$ cat config.mk
export PLATFORM = sky130hd
export DESIGN_NAME = irq_src_aggregator
export DESIGN_NICKNAME = d
export VERILOG_FILES = /design/src/rtl/irq_aggr_pkg.sv /design/src/rtl/irq_chan_encoder.sv /design/src/rtl/irq_reg_map.sv /design/src/rtl/irq_src_aggregator.sv
export SDC_FILE = /design/constraint.sdc
export NUM_CORES = 1
export LEC_CHECK = 0
export BUFFER_PORTS_ARGS = -buffer_cell sky130_fd_sc_hd__buf_2
export CAP_MARGIN = 10
export CORE_AREA = 4 4 42 44
export DETAILED_ROUTE_END_ITERATION = 10
export DIE_AREA = 0 0 46 48
export PLACE_DENSITY = 0.71
export SLEW_MARGIN = 20
export SYNTH_ARGS = -nofsm -noshare
export SYNTH_HDL_FRONTEND = slang
export SYNTH_HIERARCHICAL = 1
export SYNTH_SLANG_ARGS = --single-unit
export TNS_END_PERCENT = 30
$ cat constraint.sdc
create_clock -name vclk -period 1.98
set_clock_uncertainty 0.05 [all_clocks]
set_input_delay 0.297 -clock vclk [all_inputs]
set_output_delay 0.297 -clock vclk [all_outputs]
set_load 0.1 [all_outputs]
$ cat src/rtl/irq_aggr_pkg.sv
package irq_aggr_pkg;

   localparam int CODE_W = 3;

   typedef enum logic [CODE_W-1:0] {
      SRC_NONE    = 3'd0,
      SRC_LINE    = 3'd1,
      SRC_RXDATA  = 3'd2,
      SRC_TXEMPTY = 3'd3,
      SRC_MODEM   = 3'd4,
      SRC_TIMER   = 3'd7
   } src_code_e;

   typedef struct packed {
      logic line;
      logic rxdata;
      logic txempty;
      logic modem;
      logic timer;
   } src_flags_t;

endpackage

$ cat src/rtl/irq_chan_encoder.sv
module irq_chan_encoder
   import irq_aggr_pkg::*;
#(
   parameter bit HAS_TIMER = 1'b0
) (
   input  logic       clk,
   input  logic       rst_n,
   input  src_flags_t flags,
   output src_code_e  code,
   output logic       pend
);

   logic timer_ok;

   generate
      if (HAS_TIMER) begin : g_timer
         assign timer_ok = flags.timer;
      end else begin : g_no_timer
         assign timer_ok = 1'b0;
         // a channel without the timer never sees a timer flag nor reports it
         assert_no_timer_code_R6: assert property (@(posedge clk) disable iff (!rst_n)
            !flags.timer && (code != SRC_TIMER))
            else $error("timer code on non-timer channel");
      end
   endgenerate

   // fixed priority chain, line status first, timer last
   always_comb begin
      code = SRC_NONE;
      if (flags.line)
         code = SRC_LINE;
      else if (flags.rxdata)
         code = SRC_RXDATA;
      else if (flags.txempty)
         code = SRC_TXEMPTY;
      else if (flags.modem)
         code = SRC_MODEM;
      else if (timer_ok)
         code = SRC_TIMER;
   end

   assign pend = flags.line | flags.rxdata | flags.txempty | flags.modem | timer_ok;

   assert_line_wins_R5: assert property (@(posedge clk) disable iff (!rst_n)
      flags.line |-> (code == SRC_LINE))
      else $error("line status not given top priority");

   assert_modem_over_timer_R5: assert property (@(posedge clk) disable iff (!rst_n)
      (flags.modem && !flags.line && !flags.rxdata && !flags.txempty) |-> (code == SRC_MODEM))
      else $error("modem status lost priority");

endmodule

$ cat src/rtl/irq_reg_map.sv
module irq_reg_map #(
   parameter int NUM_CH   = 4,
   parameter int CODE_W   = 3,
   parameter int DATA_W   = 8,
   parameter int ADDR_W   = 2,
   parameter int NUM_REGS = 4
) (
   input  logic                     clk,
   input  logic                     rst_n,
   input  logic                     rd_en,
   input  logic [ADDR_W-1:0]        rd_addr,
   input  logic [NUM_CH-1:0]        pend_vec,
   input  logic [NUM_CH*CODE_W-1:0] code_vec,
   output logic [DATA_W-1:0]        rd_data
);

   localparam int FIELD_W    = NUM_CH * CODE_W;
   localparam int CODE_BYTES = (FIELD_W + DATA_W - 1) / DATA_W;
   localparam int SPAN       = 2 ** ADDR_W;
   localparam int LAST_USED  = CODE_BYTES;

   generate
      if (NUM_CH > DATA_W) begin : g_bad_width
         $error("irq_reg_map: more channels than indicator bits");
      end
      if (NUM_REGS < 1 + CODE_BYTES) begin : g_bad_regs
         $error("irq_reg_map: too few registers for the code field");
      end
      if (NUM_REGS > SPAN) begin : g_bad_addr
         $error("irq_reg_map: address too narrow for register count");
      end
   endgenerate

   logic [DATA_W-1:0]            ind_byte;
   logic [CODE_BYTES*DATA_W-1:0] field_pad;
   logic [DATA_W-1:0]            regs [SPAN];

   always_comb begin
      ind_byte                = '0;
      ind_byte[NUM_CH-1:0]    = pend_vec;
      field_pad               = '0;
      field_pad[FIELD_W-1:0]  = code_vec;
   end

   generate
      for (genvar r = 0; r < SPAN; r++) begin : g_reg
         if (r == 0) begin : g_ind
            assign regs[r] = ind_byte;
         end else if (r <= CODE_BYTES) begin : g_code
            assign regs[r] = field_pad[(r-1)*DATA_W +: DATA_W];
         end else begin : g_zero
            assign regs[r] = '0;
         end
      end
   endgenerate

   assign rd_data = rd_en ? regs[rd_addr] : '0;

   assert_idle_bus_R9: assert property (@(posedge clk) disable iff (!rst_n)
      !rd_en |-> (rd_data == '0))
      else $error("read data not zero without strobe");

   assert_unused_reg_zero_R1: assert property (@(posedge clk) disable iff (!rst_n)
      (rd_en && (int'(rd_addr) > LAST_USED)) |-> (rd_data == '0))
      else $error("unused register returned data");

   generate
      if (NUM_CH < DATA_W) begin : g_rsvd_chk
         assert_reserved_zero_R3: assert property (@(posedge clk) disable iff (!rst_n)
            (rd_en && (rd_addr == '0)) |-> (rd_data[DATA_W-1:NUM_CH] == '0))
            else $error("reserved indicator bits set");
      end
   endgenerate

endmodule

$ cat src/rtl/irq_src_aggregator.sv
module irq_src_aggregator
   import irq_aggr_pkg::*;
#(
   parameter int NUM_CH   = 4,
   parameter int DATA_W   = 8,
   parameter int ADDR_W   = 2,
   parameter int NUM_REGS = 4,
   parameter int TIMER_CH = 0
) (
   input  logic              clk,
   input  logic              rst_n,
   input  logic [NUM_CH-1:0] src_line,
   input  logic [NUM_CH-1:0] src_rxdata,
   input  logic [NUM_CH-1:0] src_txempty,
   input  logic [NUM_CH-1:0] src_modem,
   input  logic              tmr_evt,
   input  logic              tmr_evt_en,
   input  logic              rd_en,
   input  logic [ADDR_W-1:0] rd_addr,
   output logic [DATA_W-1:0] rd_data,
   output logic              irq_o
);

   localparam int FIELD_W = NUM_CH * CODE_W;

   generate
      if (TIMER_CH < 0 || TIMER_CH >= NUM_CH) begin : g_bad_timer
         $error("irq_src_aggregator: timer channel out of range");
      end
   endgenerate

   logic [NUM_CH-1:0]  pend_vec;
   logic [FIELD_W-1:0] code_vec;

   generate
      for (genvar ch = 0; ch < NUM_CH; ch++) begin : g_ch
         src_flags_t fl;
         src_code_e  code_ch;

         // reset forces every source quiet so all reads are zero
         always_comb begin
            fl.line    = rst_n & src_line[ch];
            fl.rxdata  = rst_n & src_rxdata[ch];
            fl.txempty = rst_n & src_txempty[ch];
            fl.modem   = rst_n & src_modem[ch];
            fl.timer   = (ch == TIMER_CH) ? (rst_n & tmr_evt & tmr_evt_en) : 1'b0;
         end

         irq_chan_encoder #(
            .HAS_TIMER(ch == TIMER_CH)
         ) u_enc (
            .clk   (clk),
            .rst_n (rst_n),
            .flags (fl),
            .code  (code_ch),
            .pend  (pend_vec[ch])
         );

         assign code_vec[ch*CODE_W +: CODE_W] = code_ch;

         assert_pend_matches_code_R4: assert property (@(posedge clk) disable iff (!rst_n)
            pend_vec[ch] == (code_vec[ch*CODE_W +: CODE_W] != '0))
            else $error("pending bit disagrees with code");
      end
   endgenerate

   irq_reg_map #(
      .NUM_CH   (NUM_CH),
      .CODE_W   (CODE_W),
      .DATA_W   (DATA_W),
      .ADDR_W   (ADDR_W),
      .NUM_REGS (NUM_REGS)
   ) u_map (
      .clk      (clk),
      .rst_n    (rst_n),
      .rd_en    (rd_en),
      .rd_addr  (rd_addr),
      .pend_vec (pend_vec),
      .code_vec (code_vec),
      .rd_data  (rd_data)
   );

   assign irq_o = |pend_vec;

   assert_irq_follows_ind_R8: assert property (@(posedge clk) disable iff (!rst_n)
      (rd_en && (rd_addr == '0)) |-> (irq_o == (|rd_data)))
      else $error("summary interrupt disagrees with indicator register");

   always_ff @(posedge clk) begin
      if (!rst_n) begin
         assert_reset_quiet_R2: assert (!irq_o && (rd_data == '0))
            else $error("output active during reset");
      end
   end

endmodule

==> impl_metrics.ini, run 1 <==
[timing]
rsz0062_at_grt = yes
slew_headroom = 0.8512
fin_crit_sh = 0.9882
final-setup-viol-count = 0
period_needed_ps = 1957
finalMaxSlewViolations = 0
finalHoldViolCount = 0
max_freq_mhz = 511.1
final.setup.worst_slack_ps = 23.32
worst_slew_pin_slew_ps = 222.3

[drt]
drt_wl_total_um = 1552
drtAntennaViolNets = 0
vias_per_cell = 4.854
wl_per_cell_um = 11.94
drcViolationCount = 0
vias = 631
firstDrtPassIters = 3
drtIter0Drc = 2

[pwr]
p_comb_frac = 1.000
clkPwrFrac = 0
p_leak_nw = 0.4416
peakVddDrop_v = 0.0001093
p_seq_frac = 0
p_sw_uw = 118.8
p_int_uw = 111.6
power.share.switching = 0.5157
cellPowerDensity_mw_per_mm2 = 254.0

[synthesis]
avgSynthCellArea_um2 = 6.357
synth.yosys.warnings = 6
syn-num-nets = 97
syn-cell-area_um2 = 470.5
synthesis.instances = 74

[placement]
io_buffers = 31
place_inst = 129
dp_hpwl_um = 1260
dpl_cell_area_um2 = 834.6
gp_congestion = 0.6990
pre_cts_ws_ps = -122.2

[status]
outcome = finished clean

[floorplanning]
dieHeight_um = 48
fp.dieW_um = 46
ios = 32
floorplan.die_area_mm2 = 0.002208
start_util = 0.3275
placementRows = 14
core_mm2 = 0.001436

[finish]
layout_commonest_cell = buf_2
stdcell_area_um2 = 907.1
drive_above_1_share = 0.5000
seq_cells = 0
antennaDiodeCount = 0
final_util = 0.6315
ff_latch_area_um2 = 0
fin_nets = 139
syn2layout_area_growth_pct = 92.82
clock_buffers = 0
stdcell_count = 130
layout_common_cells = buf_2 (21), and2_1 (17), nor2_1 (13)

[global_routing]
antenna_found_initial = 0
grt_pass1_vias = 642
overflow = 0
grt_start_max_net_pins = 11
grtUsageTotal = 0.1462
grt_pass1_wl_um = 2518

[clock_network]
post_cts_buffers = 0

[worst_setup_path]
cp-end-kind = output port
required_ps = 1630
critPathKind = input port to output port
cp-start-kind = input port
cp_data_arrival_time_ps = 1610
worstPathMaxFanout = 8

[min_path]
hp-class = input port to output port

[flow_run]
cap_violations = 0
[timing repair]
item | 4_1_cts | 5_1_grt
hold buffers | 0 | 0
endpoints found under the setup margin | 4 | 5
cloned | 0 | 1
hold endpoints to repair | 0 | 0
pin swaps | 3 | 4
gates resized for setup | 7 | 7
[critical path, stage by stage]
cell	delay, ps
buf_12	110
buf_12	120
and2_2	190
nor2_1	110
nand2_1	70
or4_1	500
buf_6	210
[layer usage]
metal  GRT usage  up-vias  share of wire
li1            -      328              -
met1      0.1804      289           0.40
met2      0.2830       14           0.55
met3    0.007519        0          0.046
met4     0.01705        0              0
met5           0        -              0
[worst paths after layout]
path	cells after the start	slack, ps	endpoint	start
hold / removal	3	970	rd_data[3]	rd_en
setup / recovery	7	20	irq_o	rst_n
[cell type report]
class	instances	area [um2]
Fill cell	120	529.3
Multi-Input combinational cell	68	455.4
Tap cell	16	20.02
Inverter	3	11.26
Timing Repair Buffer	43	420.4
[per-stage QoR]
step	total power [mW]	hold WS, ps	TNS [ps]
final	0.2304	974.7	0
after global routing	0.2471	992.2	-34.12
after CTS	0.2188	976.6	0
after detailed placement	0.2124	992.5	-254.5
after global placement	0.2070	991.4	-143.8
after floorplan	0.1301	877.8	-388.9
[power by group through the flow]
stage | clock network (mW) | registers (mW) | logic [mW]
2_1_floorplan | 0 | 0 | 0.130
3_3_place_gp | 0 | 0 | 0.207
3_5_place_dp | 0 | 0 | 0.212
4_1_cts | 0 | 0 | 0.219
5_1_grt | 0 | 0 | 0.247
6_report | 0 | 0 | 0.230
Power figures use the tool's default switching activity.
==> run 2: changes to the inputs <==
--- a/constraint.sdc
+++ b/constraint.sdc
@@ -4,2 +4,2 @@
 set_output_delay 0.297 -clock vclk [all_outputs]
-set_load 0.1 [all_outputs]
+set_load 0.01 [all_outputs]
==> impl_metrics.ini, run 2 (synthesis results as in run 1) <==
[timing]
finalHoldViolCount = 0
period_needed_ps = 1897
max_freq_mhz = 527.0
final-setup-viol-count = 0
slew_headroom = 0.8587
worst_slew_pin_slew_ps = 211.2
finalMaxSlewViolations = 0
rsz0062_at_grt = no
fin_crit_sh = 0.9583
setup-tns-final_ps = 0

[finish]
drive_above_1_share = 0.4175
layout_commonest_cell = buf_2
ff_latch_area_um2 = 0
syn2layout_area_growth_pct = 35.64
final_util = 0.4443
seq_cells = 0
clock_buffers = 0
fin_nets = 128
layout_common_cells = buf_2 (30), and2_1 (21), nor2_1 (12)
fillers = 175
antennaDiodeCount = 0

[min_path]
hp-class = input port to output port

[pwr]
p_leak_nw = 0.3332
p_sw_uw = 56.40
power.share.switching = 0.4755
clkPwrFrac = 0
cellPowerDensity_mw_per_mm2 = 185.9
peakVddDrop_v = 0.00007546
p_comb_frac = 1.000
p_int_uw = 62.21
p_seq_frac = 0

[floorplanning]
floorplan.die_area_mm2 = 0.002208
dieHeight_um = 48
ios = 32
core_mm2 = 0.001436
placementRows = 14
start_util = 0.3275
fp.dieW_um = 46

[status]
outcome = finished clean

[worst_setup_path]
cp-start-kind = input port
crit_family = simple AND/OR/NAND/NOR gates
critPathKind = input port to output port
required_ps = 1630
critPathBufInv = 2
path_cells = clkbuf_4 -> and2_4 -> nor3_2 -> nand2_1 -> or4_1 -> buf_2
cp_data_arrival_time_ps = 1550
cp_slowest_stage_delay_ps = 500
cp-end-kind = output port
critPathSlowestCell = or4_1
worstPathMaxFanout = 17

[flow_run]
cap_violations = 0

[global_routing]
grt_pass1_wl_um = 1932
grtUsageTotal = 0.1103
overflow = 0
grt_start_max_net_pins = 18
antenna_found_initial = 0
grt_pass1_vias = 500

[drt]
drt_wl_total_um = 1179
dr.max_layer_used = met3
firstDrtPassIters = 4
wl_per_cell_um = 9.908
wl_met2_um = 594
dr_wl_met3_um = 80
vias_per_cell = 4.756
drcViolationCount = 0
drtAntennaViolNets = 0
drtIter0Drc = 6
wl_met1_um = 505
vias = 566

[clock_network]
cts.hold.buffers_added = 0

[placement]
dp_hpwl_um = 1011
gp_congestion = 0.7023
io_buffers = 31
[run 2: worst min-delay path: cells and delay by family]
kind                   cells  cell delay (ps)
buffers and inverters      2              230
and+or+nand+nor            1              110
[run 2: worst paths after layout]
kind | from | to | slack [ps] | cells past startpoint
max | rst_n | irq_o | 80 | 6
min | rd_en | rd_data[2] | 880 | 3
[run 2: repair_timing]
item	in CTS	in global routing
setup endpoints to repair	0	1
buffers inserted	0	0
gates resized for setup	0	5
endpoints found under the hold margin	0	0
[run 2: layout make-up]
type / instances / area (um2) / area share
multi-input cells: 68 / 441.7 / 0.6922
inverters: 3 / 11.26 / 0.01765
well taps: 16 / 20.02 / 0.03137
repair buffers: 32 / 165.2 / 0.2588
[run 2: power by group through the flow]
stage,combinational (mW),clock [mW],sequential (mW)
6_report,0.119,0,0
4_1_cts,0.116,0,0
3_3_place_gp,0.112,0,0
5_1_grt,0.135,0,0
3_5_place_dp,0.115,0,0
2_1_floorplan,0.0799,0,0
[run 2: per-stage QoR]
stage / power [mW] / instances / worst slack, ps / area, um2 / hold WS [ps]
after floorplan: 0.07993 / 74 / 277.7 / 470.5 / 688.4
after global placement: 0.1119 / 119 / 36.38 / 625.6 / 882.5
after detailed placement: 0.1154 / 119 / 32.63 / 625.6 / 889.0
after CTS: 0.1157 / 119 / 29.58 / 625.6 / 889.4
after global routing: 0.1352 / 119 / 6.504 / 638.1 / 926.7
final: 0.1186 / 119 / 82.60 / 638.1 / 884.8
[run 2: per-layer routing]
metal	track usage	vias up
met3	0.003759	0
li1	-	305
met5	0	-
met4	0	0
met2	0.2115	14
met1	0.1435	247
==> run 3: changes to the inputs <==
==> constraint.sdc (replaced) <==
create_clock -name vclk -period 1.98
set_clock_uncertainty 0.05 [all_clocks]
set_input_delay 0.198 -clock vclk [all_inputs]
set_output_delay 0.198 -clock vclk [all_outputs]
set_load 0.01 [all_outputs]
==> impl_metrics.ini, run 3 (synthesis results as in run 1) <==
[drt]
wl_met2_um = 573
drcViolationCount = 0
firstDrtPassIters = 2
vias_per_cell = 4.678
dr_wl_met3_um = 79
drt_wl_total_um = 1128
wl_per_cell_um = 9.559
drtAntennaViolNets = 0
drtIter0Drc = 3
vias = 552
dr.max_layer_used = met3
wl_met1_um = 476

[worst_setup_path]
cp-start-kind = input port
cp-end-kind = output port
setup.worst_path.start = rst_n
cp_data_arrival_time_ps = 1520
required_ps = 1730
worstPathMaxFanout = 17
critPathKind = input port to output port

[finish]
seq_cells = 0
clock_buffers = 0
syn2layout_area_growth_pct = 31.38
fillers = 165
layout_common_cells = buf_2 (31), and2_1 (24), nor2_1 (13)
layout_commonest_cell = buf_2
multi_input_area_um2 = 431.7
drive_above_1_share = 0.3725
ff_latch_area_um2 = 0
antennaDiodeCount = 0
fin_nets = 127

[global_routing]
grt_start_max_net_pins = 18
antenna_found_initial = 0
grt_pass1_wl_um = 2001
grtUsageTotal = 0.1149
grt_pass1_vias = 512
overflow = 0

[clock_network]
post_cts_resized = 0
post_cts_buffers = 0
cts.hold.buffers_added = 0

[timing]
rsz0062_at_grt = no
final-setup-viol-count = 0
setup-tns-final_ps = 0
slew_headroom = 0.8555
max_freq_mhz = 566.2
finalMaxSlewViolations = 0
period_needed_ps = 1766
worst_slew_pin_slew_ps = 215.9
finalHoldViolCount = 0
fin_crit_sh = 0.8920

[floorplanning]
core_mm2 = 0.001436
dieHeight_um = 48
fp.dieW_um = 46
start_util = 0.3275
floorplan.die_area_mm2 = 0.002208
placementRows = 14
ios = 32

[pwr]
p_leak_nw = 0.3214
cellPowerDensity_mw_per_mm2 = 182.1
peakVddDrop_v = 0.00007562
p_total_uw = 112.6

[min_path]
holdPathEnd = rd_data[2]
hold_start = rd_en
hp-class = input port to output port
min_path_cells = 3

[flow_run]
cap_violations = 0

[placement]
dp_hpwl_um = 1016
io_buffers = 31
gp_congestion = 0.6926

[status]
outcome = finished clean
[run 3: layer usage]
metal	vias to the layer above	global-route usage
met2	14	0.2143
met3	0	0.003759
met4	0	0
li1	301	-
met1	237	0.1543
met5	-	0
[run 3: critical path, stage by stage]
cell,delay (ps)
buf_2,170
and2_1,220
nor3_2,190
nand2_1,90
or4_1,500
buf_2,150
[run 3: per-stage QoR]
| stage | instance area, um2 | std cells | hold WS, ps | worst slack (ps) | utilization |
|---|---|---|---|---|---|
| after global routing | 618.1 | 118 | 724.9 | 115.4 | 0.4303 |
| after CTS | 618.1 | 118 | 687.9 | 200.1 | 0.4303 |
| final | 618.1 | 118 | 688.2 | 213.9 | 0.4303 |
| after detailed placement | 618.1 | 118 | 687.4 | 203.5 | 0.4303 |
| after global placement | 618.1 | 118 | 685.0 | 212.2 | 0.4303 |
| after floorplan | 470.5 | 74 | 490.4 | 475.7 | - |
[run 3: report_power, final]
| group | switching (mW) | internal (mW) | total [mW] |
|---|---|---|---|
| registers | 0 | 0 | 0 |
| logic | 0.0550 | 0.0576 | 0.113 |
| clock network | 0 | 0 | 0 |
| total | 0.0550 | 0.0576 | 0.113 |
[run 3: layout make-up]
cell class / instances / share of cell area
timing repair buffer: 31 / 0.2510
multi-input combinational: 68 / 0.6984
inverter: 3 / 0.01822
tap: 16 / 0.03239
[run 3: worst max path at each step]
stage	end	slack, ps	cells past startpoint
6_report	irq_o	210	6
3_3_place_gp	irq_o	210	6
3_5_place_dp	irq_o	200	6
5_1_grt	irq_o	120	6
2_1_floorplan	irq_o	480	5
4_1_cts	irq_o	200	6
